===== config.mk =====
export PLATFORM = sky130hd
export DESIGN_NAME = scr_sram_ctrl
export DESIGN_NICKNAME = d
export VERILOG_FILES = /design/src/rtl/scr_pkg.sv /design/src/rtl/scr_keyfetch.sv /design/src/rtl/scr_lock.sv /design/src/rtl/scr_init.sv /design/src/rtl/scr_sram_ctrl.sv
export SDC_FILE = /design/constraint.sdc
export NUM_CORES = 1
export LEC_CHECK = 0
export ABC_AREA = 1
export BUFFER_PORTS_ARGS = -buffer_cell sky130_fd_sc_hd__buf_2
export CAP_MARGIN = 10
export CORE_ASPECT_RATIO = 1.4
export CORE_MARGIN = 2
export CORE_UTILIZATION = 65
export DETAILED_ROUTE_END_ITERATION = 10
export PLACE_DENSITY = 0.87
export SLEW_MARGIN = 20
export SYNTH_ARGS = -nofsm -noshare
export SYNTH_HDL_FRONTEND = slang
export SYNTH_SLANG_ARGS = --single-unit

===== constraint.sdc =====
create_clock -name clk -period 21.7 [get_ports clk]
set_clock_uncertainty 0.1 [all_clocks]
set_input_delay 3.255 -clock clk [delete_from_list [all_inputs] [get_ports clk]]
set_output_delay 3.255 -clock clk [all_outputs]
set_load 0.1 [all_outputs]

===== src/rtl/scr_pkg.sv =====
package scr_pkg;

    parameter int ADDR_W  = 6;
    parameter int DATA_W  = 32;
    parameter int KEY_W   = 64;
    parameter int NONCE_W = 32;

    localparam int NB    = DATA_W / 8;
    localparam int MEM_W = DATA_W + NB;
    localparam int DEPTH = 1 << ADDR_W;
    localparam logic [DATA_W-1:0] MIX_K = DATA_W'(32'h9E37_79B1);

    typedef enum logic [1:0] {
        KF_IDLE = 2'd0,
        KF_REQ  = 2'd1,
        KF_LOAD = 2'd2
    } kf_state_e;

    typedef struct packed {
        logic              vld;
        logic [ADDR_W-1:0] laddr;
        logic [DATA_W-1:0] ks;
    } rd_ctx_t;

    // keyed bijection: xor with key bits, then a key-chosen rotation
    function automatic logic [ADDR_W-1:0] scr_addr(input logic [ADDR_W-1:0] a,
                                                   input logic [KEY_W-1:0]  k);
        logic [ADDR_W-1:0] x;
        logic [ADDR_W-1:0] y;
        int                r;
        x = a ^ k[ADDR_W-1:0];
        r = int'(k[ADDR_W +: 8]) % ADDR_W;
        y = '0;
        for (int i = 0; i < ADDR_W; i++) begin
            y[(i + r) % ADDR_W] = x[i];
        end
        return y;
    endfunction

    function automatic logic [DATA_W-1:0] scr_ks(input logic [ADDR_W-1:0]  a,
                                                 input logic [KEY_W-1:0]   k,
                                                 input logic [NONCE_W-1:0] n);
        logic [DATA_W-1:0] rep;
        logic [DATA_W-1:0] m;
        rep = '0;
        for (int i = 0; i < DATA_W; i++) begin
            rep[i] = a[i % ADDR_W];
        end
        m = k[KEY_W-1 -: DATA_W] ^ n[DATA_W-1:0] ^ (rep * MIX_K);
        return m ^ {m[DATA_W/2-1:0], m[DATA_W-1:DATA_W/2]};
    endfunction

    function automatic logic [NB-1:0] byte_par(input logic [DATA_W-1:0] d);
        logic [NB-1:0] p;
        for (int b = 0; b < NB; b++) begin
            p[b] = ^d[8*b +: 8];
        end
        return p;
    endfunction

endpackage


===== src/rtl/scr_keyfetch.sv =====
module scr_keyfetch
    import scr_pkg::*;
(
    input  logic               clk,
    input  logic               rst,
    input  logic               refresh,
    input  logic               clear,
    input  logic               ack,
    input  logic [KEY_W-1:0]   key_in,
    input  logic [NONCE_W-1:0] nonce_in,
    input  logic               seed_ok,
    output logic               key_req,
    output logic               pending,
    output logic [KEY_W-1:0]   key_q,
    output logic [NONCE_W-1:0] nonce_q,
    output logic               key_valid
);

    kf_state_e          state;
    logic [KEY_W-1:0]   stg_key;
    logic [NONCE_W-1:0] stg_nonce;
    logic               stg_ok;

    always_ff @(posedge clk) begin
        if (rst || clear) begin
            state     <= KF_IDLE;
            key_q     <= '0;
            nonce_q   <= '0;
            key_valid <= 1'b0;
            stg_key   <= '0;
            stg_nonce <= '0;
            stg_ok    <= 1'b0;
        end else begin
            unique case (state)
                KF_IDLE: if (refresh) state <= KF_REQ;
                KF_REQ: begin
                    if (ack) begin
                        stg_key   <= key_in;
                        stg_nonce <= nonce_in;
                        stg_ok    <= seed_ok;
                        state     <= KF_LOAD;
                    end
                end
                KF_LOAD: begin
                    if (stg_ok) begin
                        key_q   <= stg_key;
                        nonce_q <= stg_nonce;
                    end
                    key_valid <= stg_ok;
                    state     <= KF_IDLE;
                end
                default: state <= KF_IDLE;
            endcase
        end
    end

    assign key_req = (state == KF_REQ);
    assign pending = (state != KF_IDLE);

    assert_req_hold_R3: assert property (@(posedge clk) disable iff (rst)
        (key_req && !ack && !clear) |=> key_req);

    assert_ack_load_R3: assert property (@(posedge clk) disable iff (rst)
        (key_req && ack && !clear) |=> (pending && !key_req));

    assert_clear_wipe_R6: assert property (@(posedge clk) disable iff (rst)
        clear |=> (!key_valid && !pending && key_q == '0));

endmodule


===== src/rtl/scr_lock.sv =====
module scr_lock
    import scr_pkg::*;
(
    input  logic              clk,
    input  logic              rst,
    input  logic              escalate,
    input  logic              par_err,
    input  logic [ADDR_W-1:0] fail_addr,
    output logic              locked,
    output logic              alert,
    output logic [ADDR_W-1:0] err_addr
);

    always_ff @(posedge clk) begin
        if (rst) begin
            locked   <= 1'b0;
            alert    <= 1'b0;
            err_addr <= '0;
        end else begin
            if (escalate) locked <= 1'b1;
            if (par_err && !locked) begin
                locked   <= 1'b1;
                alert    <= 1'b1;
                err_addr <= fail_addr;
            end
        end
    end

    assert_lock_sticky_R6: assert property (@(posedge clk) disable iff (rst)
        locked |=> locked);

    assert_esc_latch_R6: assert property (@(posedge clk) disable iff (rst)
        escalate |=> locked);

    assert_alert_locks_R7: assert property (@(posedge clk) disable iff (rst)
        alert |-> locked);

    assert_erraddr_hold_R7: assert property (@(posedge clk) disable iff (rst)
        (alert && $past(alert)) |-> $stable(err_addr));

endmodule


===== src/rtl/scr_init.sv =====
module scr_init
    import scr_pkg::*;
(
    input  logic              clk,
    input  logic              rst,
    input  logic              start,
    input  logic              abort,
    output logic              busy,
    output logic [ADDR_W-1:0] addr,
    output logic              done
);

    localparam logic [ADDR_W-1:0] LAST = ADDR_W'(DEPTH - 1);

    always_ff @(posedge clk) begin
        if (rst || abort) begin
            busy <= 1'b0;
            addr <= '0;
            done <= 1'b0;
        end else if (start && !busy) begin
            busy <= 1'b1;
            addr <= '0;
            done <= 1'b0;
        end else if (busy) begin
            addr <= addr + 1'b1;
            if (addr == LAST) begin
                busy <= 1'b0;
                done <= 1'b1;
            end
        end
    end

    assert_sweep_step_R9: assert property (@(posedge clk) disable iff (rst)
        (busy && $past(busy)) |-> (addr == $past(addr) + 1'b1));

    assert_done_after_last_R9: assert property (@(posedge clk) disable iff (rst)
        $rose(done) |-> ($past(busy) && $past(addr) == LAST));

endmodule


===== src/rtl/scr_sram_ctrl.sv =====
module scr_sram_ctrl
    import scr_pkg::*;
(
    input  logic               clk,
    input  logic               rst,
    input  logic               req_valid,
    input  logic               req_write,
    input  logic [ADDR_W-1:0]  req_addr,
    input  logic [DATA_W-1:0]  req_wdata,
    output logic               rsp_valid,
    output logic [DATA_W-1:0]  rsp_rdata,
    input  logic               key_refresh,
    output logic               key_req,
    input  logic               key_ack,
    input  logic [KEY_W-1:0]   key_data,
    input  logic [NONCE_W-1:0] nonce_data,
    input  logic               key_seed_ok,
    output logic               key_pending,
    output logic               key_valid,
    input  logic               init_start,
    output logic               init_done,
    input  logic               escalate,
    output logic               locked,
    output logic               alert,
    output logic [ADDR_W-1:0]  err_addr,
    output logic               mem_en,
    output logic               mem_we,
    output logic [ADDR_W-1:0]  mem_addr,
    output logic [MEM_W-1:0]   mem_wdata,
    input  logic [MEM_W-1:0]   mem_rdata
);

    logic [KEY_W-1:0]   key_q;
    logic [NONCE_W-1:0] nonce_q;
    logic               lock_now;
    logic               init_busy;
    logic [ADDR_W-1:0]  init_addr;
    logic               init_go;
    logic               init_wr;
    logic               acc_ok;
    logic [ADDR_W-1:0]  laddr;
    logic [DATA_W-1:0]  plain;
    logic [DATA_W-1:0]  ks;
    logic [DATA_W-1:0]  sdata;
    logic [NB-1:0]      chk;
    logic               par_bad;
    rd_ctx_t            rd_q;

    assign lock_now = locked | escalate;

    scr_keyfetch u_kf (
        .clk       (clk),
        .rst       (rst),
        .refresh   (key_refresh & ~init_busy & ~lock_now),
        .clear     (lock_now),
        .ack       (key_ack),
        .key_in    (key_data),
        .nonce_in  (nonce_data),
        .seed_ok   (key_seed_ok),
        .key_req   (key_req),
        .pending   (key_pending),
        .key_q     (key_q),
        .nonce_q   (nonce_q),
        .key_valid (key_valid)
    );

    assign init_go = init_start & ~key_pending & ~key_refresh & ~lock_now;

    scr_init u_init (
        .clk   (clk),
        .rst   (rst),
        .start (init_go),
        .abort (lock_now),
        .busy  (init_busy),
        .addr  (init_addr),
        .done  (init_done)
    );

    assign acc_ok  = req_valid & ~lock_now & ~key_pending & ~init_busy;
    assign init_wr = init_busy & ~lock_now;

    always_comb begin
        laddr     = init_wr ? init_addr : req_addr;
        plain     = init_wr ? '0 : req_wdata;
        ks        = scr_ks(laddr, key_q, nonce_q);
        sdata     = plain ^ ks;
        mem_wdata = {byte_par(sdata), sdata};
        mem_addr  = scr_addr(laddr, key_q);
        mem_en    = init_wr | acc_ok;
        mem_we    = init_wr | (acc_ok & req_write);
    end

    for (genvar b = 0; b < NB; b++) begin : g_par
        assign chk[b] = ^{mem_rdata[8*b +: 8], mem_rdata[DATA_W + b]};
    end

    assign par_bad = rd_q.vld & (|chk);

    always_ff @(posedge clk) begin
        if (rst) begin
            rd_q      <= '0;
            rsp_valid <= 1'b0;
            rsp_rdata <= '0;
        end else begin
            rd_q.vld   <= acc_ok & ~req_write;
            rd_q.laddr <= req_addr;
            rd_q.ks    <= ks;
            rsp_valid  <= rd_q.vld & ~(|chk) & ~lock_now;
            rsp_rdata  <= mem_rdata[DATA_W-1:0] ^ rd_q.ks;
        end
    end

    scr_lock u_lock (
        .clk       (clk),
        .rst       (rst),
        .escalate  (escalate),
        .par_err   (par_bad),
        .fail_addr (rd_q.laddr),
        .locked    (locked),
        .alert     (alert),
        .err_addr  (err_addr)
    );

    assert_pending_blocks_R4: assert property (@(posedge clk) disable iff (rst)
        key_pending |-> !mem_en);

    assert_locked_quiet_R6: assert property (@(posedge clk) disable iff (rst)
        locked |-> (!mem_en && !key_req));

    assert_rsp_latency_R10: assert property (@(posedge clk) disable iff (rst)
        rsp_valid |-> $past(mem_en && !mem_we, 2));

    assert_bad_no_rsp_R7: assert property (@(posedge clk) disable iff (rst)
        par_bad |=> (!rsp_valid && locked));

endmodule


==> impl_metrics.yaml, run 1 <==
run_status:
  status: "complete, no violations"
timing:
  tightestPinTransition_ns: 1.14
  finalCritPeriodShare_pct: 80.0
  setup_ws_ns: 4.34
  setup_viol: 0
  rsz0062_at_grt: "no"
  maxSlewViolCount: 0
  hold_viol: 0
  hold_slack_ns: 0.355
  maxSlewHeadroom_pct: 23.2
  fmax_mhz: 57.6
  min_period_ns: 17.36
  fin_setup_tns_ns: 0
finish:
  final_core_util_pct: 73.3
  final_common_cell: "nand2_1"
  final_cell_mix: "nand2_1, inv_1, buf_2"
  multi_input_area_sq_um: 14800
  fillCellCount: 2570
  nets: 3545
  register_area_sq_um: 4640
  drive_gt1_share_pct: 14.8
  diodes: 0
  area_delta_synth_final_pct: 10.5
floorplanning:
  fp.dieH_um: 219
  die_area_sq_um: 34700
  rows: 78
  die_w_um: 158
  pin_count: 268
  start_util_pct: 66.3
  core-area_sq_um: 32500
routing:
  first_pass_iters: 9
  viasPerCell: 5.60
  drt-initial-drc-count: 1204
  finalWirelength_mm: 61.3
  drt-wirelength-per-cell_um: 17.4
  vias: 19700
  drtAntennaViolNets: 0
  drc_errors: 0
critical_path:
  crit_slowest_cell: "mux2_2"
  setup.worst_path.start_class: "primary input"
  crit_arrival_ns: 14.01
  cp_common_cell: "inv_1"
  critPathTopFamily: "adder cells"
  crit_buf_inv: 10
  critical-path-max-stage-delay_ns: 0.77
  worstPathMaxFanout: 18
  required_ns: 18.35
  critPathKind: "in -> out"
  endpoint_kind: "output port"
global_routing:
  grt_usage_pct: 35.5
  grt_pass1_wl_mm: 96.1
  grt_max_degree: 140
  antenna_found_initial: 3
  grt_pass1_vias: 19700
  grt.overflow.total: 0
clocking:
  root_buffer: "clkbuf_16"
  numCtsBuffers: 23
  hold_buffers: 0
  cts_resized: 0
  cts_tree: "done"
  clock_sinks: 232
  path_clk_slew_ns: 0.06
  cts_max_path_buffers: 3
  clk-insertion-delay-late_ns: 0.55
  cts_setup_buffers: 0
  htree_levels: 1
synth:
  synth-edff-count: 0
  yosysWarnings: 0
  syn-num-nets: 3354
  synthCells: 2878
  async_reset_ff_share_pct: 0
  yosysTopAreaCellShare_pct: 21.5
  yosys-top-cells-area: "dfxtp_1, fa_1, nand2_1"
  ys_ff_latch: 232
  netlist_area_sq_um: 21600
  synth_area_per_cell_sq_um: 7.49
  yosysUniqueCellTypes: 58
  synth_top_flop_cell: "dfxtp_1"
  seq_area_frac_synth_pct: 21.5
  yosys.area.top_type: "dfxtp_1"
hold_path:
  min-delay-path-class: "reg -> reg"
placed_design:
  gp_congestion: 1.02
  place_hpwl_mm: 49.1
  dpl_worst_slack_ns: 4.52
  portBuffers: 249
flow_run:
  maxCapViolCount: 0
[registers in the layout, summed over array words and instances (netlist names)]
| name | count |
|---|---|
| rd_q | 23 |
| rsp_rdata | 32 |
| rsp_valid | 1 |
| u_init.addr | 6 |
| u_init.busy | 1 |
| u_init.done | 1 |
| u_kf.key_q | 46 |
| u_kf.key_valid | 1 |
| u_kf.nonce_q | 32 |
| u_kf.state | 2 |
| u_kf.stg_key | 46 |
| u_kf.stg_nonce | 32 |
| u_kf.stg_ok | 1 |
| u_lock.alert | 1 |
| u_lock.err_addr | 6 |
| u_lock.locked | 1 |
[logic make-up after synthesis]
logic type | count (synthesis) | share of synthesized area [%]
muxes | 1 | 0.0522
and+or+nand+nor | 1110 | 24.3
DFF | 232 | 21.5
xor gates and xnor gates | 289 | 12.0
AOI/OAI and AO/OA | 391 | 9.57
buffers and inverters | 558 | 10.2
adders and majority gates | 297 | 22.4
[area by class of cell]
cell class | instances | share of cell area, %
clock buffers | 35 | 2.82
inverters | 459 | 7.29
clock inverters | 7 | 0.373
multi-input cells | 2088 | 62.0
repair buffers | 265 | 5.75
well taps | 440 | 2.31
flip-flops and latches | 232 | 19.5
[synthesized netlist by cell type, types with 5 or more instances]
cell type,instances
nand3_4,6
a21o_1,6
buf_4,5
nand3_1,236
inv_1,429
xor2_1,141
nand2_1,504
inv_2,23
buf_1,10
or2_2,10
nand4_1,54
a31oi_1,7
nor2_1,180
a21oi_2,6
nand3_2,32
nand2_4,7
nand3b_1,12
nor3_1,8
o21ai_0,105
buf_6,7
nand2_2,32
clkbuf_1,73
xnor2_1,143
a21oi_1,210
nor2_2,9
o21ai_1,38
dfxtp_1,232
fa_1,148
ha_1,149
[worst register-to-register path: cells and delay by family, from the launching register on]
| family | cells | cell delay [ns] |
|---|---|---|
| AOI/OAI and AO/OA | 13 | 2.42 |
| xor gates and xnor gates | 2 | 0.79 |
| adders and majority gates | 9 | 3.56 |
| buffers and inverters | 7 | 0.44 |
| DFF | 1 | 0.33 |
| muxes | 1 | 0.77 |
| and+or+nand+nor | 9 | 1.46 |
[metrics by stage]
| step | area (sq um) | std cells |
|---|---|---|
| floorplan | 21600 | 2878 |
| global placement | 23000 | 3484 |
| detailed placement | 23000 | 3484 |
| CTS | 23800 | 3526 |
| global route | 23800 | 3526 |
| finish | 23800 | 3526 |
[per-layer routing]
metal	part of all wire, %	global-route usage [%]	vias up
li1	-	-	9505
met1	35	37.2	9183
met2	50	63.4	784
met3	7.0	5.98	254
met4	7.9	25.8	6
met5	0.072	0	-
[path summary, 6_finish.rpt]
kind	start	endpoint	slack, ns	cells past startpoint
max reg2reg	u_lock.locked	rd_q[15]	11.66	41
min reg2reg	u_lock.alert	u_lock.alert	0.35	2
min	u_lock.alert	u_lock.alert	0.35	2
max	escalate	mem_wdata[33]	4.34	47
Power of run 1 is left out: the tool's default activity adds up to more than one toggle a clock period on the data nets, which glitch-free logic cannot reach.
==> run 2, diff against run 1 <==
--- a/config.mk
+++ b/config.mk
@@ -5,14 +5,14 @@
 export SDC_FILE = /design/constraint.sdc
 export NUM_CORES = 1
 export LEC_CHECK = 0
-export ABC_AREA = 1
+export ABC_AREA = 0
 export BUFFER_PORTS_ARGS = -buffer_cell sky130_fd_sc_hd__buf_2
 export CAP_MARGIN = 10
 export CORE_ASPECT_RATIO = 1.4
 export CORE_MARGIN = 2
-export CORE_UTILIZATION = 65
+export CORE_UTILIZATION = 55
 export DETAILED_ROUTE_END_ITERATION = 10
-export PLACE_DENSITY = 0.87
+export PLACE_DENSITY = 0.78
 export SLEW_MARGIN = 20
 export SYNTH_ARGS = -nofsm -noshare
 export SYNTH_HDL_FRONTEND = slang
==> constraint.sdc (replaced) <==
create_clock -name clk -period 14.4 [get_ports clk]
set_clock_uncertainty 0.1 [all_clocks]
set_input_delay 2.16 -clock clk [delete_from_list [all_inputs] [get_ports clk]]
set_output_delay 2.16 -clock clk [all_outputs]
set_load 0.1 [all_outputs]
==> impl_metrics.yaml, run 2 <==
run_status:
  status: "complete, no violations"
timing:
  tightestPinTransition_ns: 1.08
  rsz0062_at_grt: "no"
  hold_slack_ns: 0.349
  maxSlewViolCount: 0
  min_period_ns: 14.02
  finalCritPeriodShare_pct: 97.3
  hold_viol: 0
  maxSlewHeadroom_pct: 28.3
  setup_viol: 0
  fin_setup_tns_ns: 0
  fmax_mhz: 71.3
floorplanning:
  core-area_sq_um: 41400
  die_w_um: 177
  start_util_pct: 55.9
  fp.dieH_um: 247
  die_area_sq_um: 43700
  rows: 88
  pin_count: 268
critical_path:
  cp_common_cell: "fa_1"
  critical-path-max-stage-delay_ns: 0.69
  setup.worst_path.start_class: "primary input"
  endpoint_kind: "output port"
  required_ns: 12.14
  worstPathMaxFanout: 35
  critPathKind: "in -> out"
  crit_arrival_ns: 11.76
  crit_slowest_cell: "fa_1"
synth:
  yosysMostFrequentCell: "nand2_1"
  synth_top_flop_cell: "dfxtp_1"
  yosysTopAreaCellShare_pct: 20.1
  seq_area_frac_synth_pct: 20.1
  yosys-top-cells-area: "dfxtp_1, fa_1, xnor2_1"
  synth-edff-count: 0
  netlist_area_sq_um: 23100
  async_reset_ff_share_pct: 0
  synth_area_per_cell_sq_um: 8.10
  synth_common_cells: "nand2_1, xnor2_1, inv_1, a21oi_1, dfxtp_1"
  syn-num-nets: 3330
  yosysWarnings: 0
  ys_ff_latch: 232
  yosysUniqueCellTypes: 111
  synthCells: 2854
  yosys.area.top_type: "dfxtp_1"
finish:
  diodes: 0
  register_area_sq_um: 4650
  top_regs: "u_kf.key_q x46, u_kf.stg_key x46"
  area_delta_synth_final_pct: 13.8
  final_common_cell: "nand2_1"
  nets: 3521
  drive_gt1_share_pct: 14.6
  fillCellCount: 3615
  multi_input_area_sq_um: 17500
  final_cell_mix: "nand2_1, xnor2_1, buf_2"
placed_design:
  portBuffers: 249
  gp_congestion: 1.02
  place_hpwl_mm: 59.7
hold_path:
  min-delay-path-class: "reg -> reg"
clocking:
  htree_levels: 1
  clock_sinks: 232
  root_buffer: "clkbuf_16"
  cts_tree: "done"
  clk-insertion-delay-late_ns: 0.52
  hold_buffers: 0
  numCtsBuffers: 22
  cts_max_path_buffers: 3
  path_clk_slew_ns: 0.07
routing:
  viasPerCell: 6.01
  vias: 21700
  drc_errors: 0
  drt-wirelength-per-cell_um: 20.7
  drt-initial-drc-count: 1874
  finalWirelength_mm: 74.4
  first_pass_iters: 6
  drtAntennaViolNets: 0
global_routing:
  grt_pass1_vias: 21600
  grt_pass1_wl_mm: 116
  grt.overflow.total: 0
  grt_max_degree: 111
  antenna_found_initial: 0
  grt_usage_pct: 34.1
flow_run:
  maxCapViolCount: 0
run 2: cell count changes in the layout (fill, tap and decap cells not counted), sizes merged, moves of 23 or more:
| cell | previous run | this run |
|---|---|---|
| nand3 | 274 | 46 |
| inv | 455 | 238 |
| xnor2 | 143 | 269 |
| xor2 | 146 | 54 |
| nand2 | 543 | 457 |
| o21ai | 147 | 80 |
| nor3 | 12 | 71 |
| mux2i | 0 | 35 |
| buf | 265 | 297 |
| a31oi | 7 | 36 |
| nand4 | 56 | 27 |
| nor2b | 0 | 29 |
| a211oi | 1 | 25 |
| o211ai | 2 | 25 |
run 2: worst max-delay path, delay by kind of cell:
| family | cells | cell delay, ns |
|---|---|---|
| AOI/OAI and AO/OA | 9 | 1.93 |
| xor gates and xnor gates | 3 | 1.02 |
| adders and majority gates | 9 | 4.63 |
| buffers and inverters | 7 | 1.16 |
| muxes | 1 | 0.51 |
| and+or+nand+nor | 2 | 0.32 |
run 2: cell families after synthesis:
kind of cell / count (synthesis) / synth area share, %
AOI/OAI and AO/OA: 634 / 18.7
DFF: 232 / 20.1
adders and majority gates: 298 / 20.9
xor gates and xnor gates: 335 / 13.6
and+or+nand+nor: 947 / 18.8
muxes: 39 / 1.71
buffers and inverters: 369 / 6.17
run 2: per-stage QoR:
| step | setup slack [ns] | cell area, sq um | util (%) | cells |
|---|---|---|---|---|
| CTS | 0.0625 | 26200 | 63.4 | 3601 |
| detailed placement | 0.125 | 25500 | 61.6 | 3561 |
| floorplan | -0.193 | 23500 | - | 2854 |
| global placement | 0.198 | 25500 | 61.6 | 3561 |
| global route | 0.0802 | 26300 | 63.5 | 3601 |
| finish | 0.383 | 26300 | 63.5 | 3601 |
run 2: what timing repair did:
action,4_1_cts,5_1_grt
setup buffers,0,0
resized for setup,0,11
setup endpoints to repair,0,8
run 2: layer usage:
layer | routed length, um | global-route usage, % | part of all wire, % | vias up
li1 | - | - | - | 10200
met1 | 27100 | 37.9 | 36 | 10400
met2 | 37800 | 61.0 | 51 | 852
met3 | 3850 | 3.75 | 5.2 | 254
met4 | 5710 | 22.4 | 7.7 | 0
met5 | 0 | 0 | 0 | -
run 2: path summary, 6_finish.rpt:
kind / endpoint / depth (start not counted) / startpoint / slack, ns
hold / removal: u_kf.key_q[2] / 2 / u_kf.stg_key[2] / 0.35
hold reg to reg: u_kf.key_q[2] / 2 / u_kf.stg_key[2] / 0.35
setup / recovery: mem_wdata[33] / 31 / escalate / 0.38
setup reg to reg: rd_q[15] / 28 / u_lock.locked / 4.80
run 2: area by class of cell:
type | count | share of cell area (%)
clock inverter | 9 | 0.309
inverter | 239 | 3.42
timing repair buffer | 297 | 6.86
multi-input combinational | 2253 | 66.7
sequential | 232 | 17.7
clock buffer | 31 | 2.49
tap | 540 | 2.57
Power of run 2 is left out for the same reason.
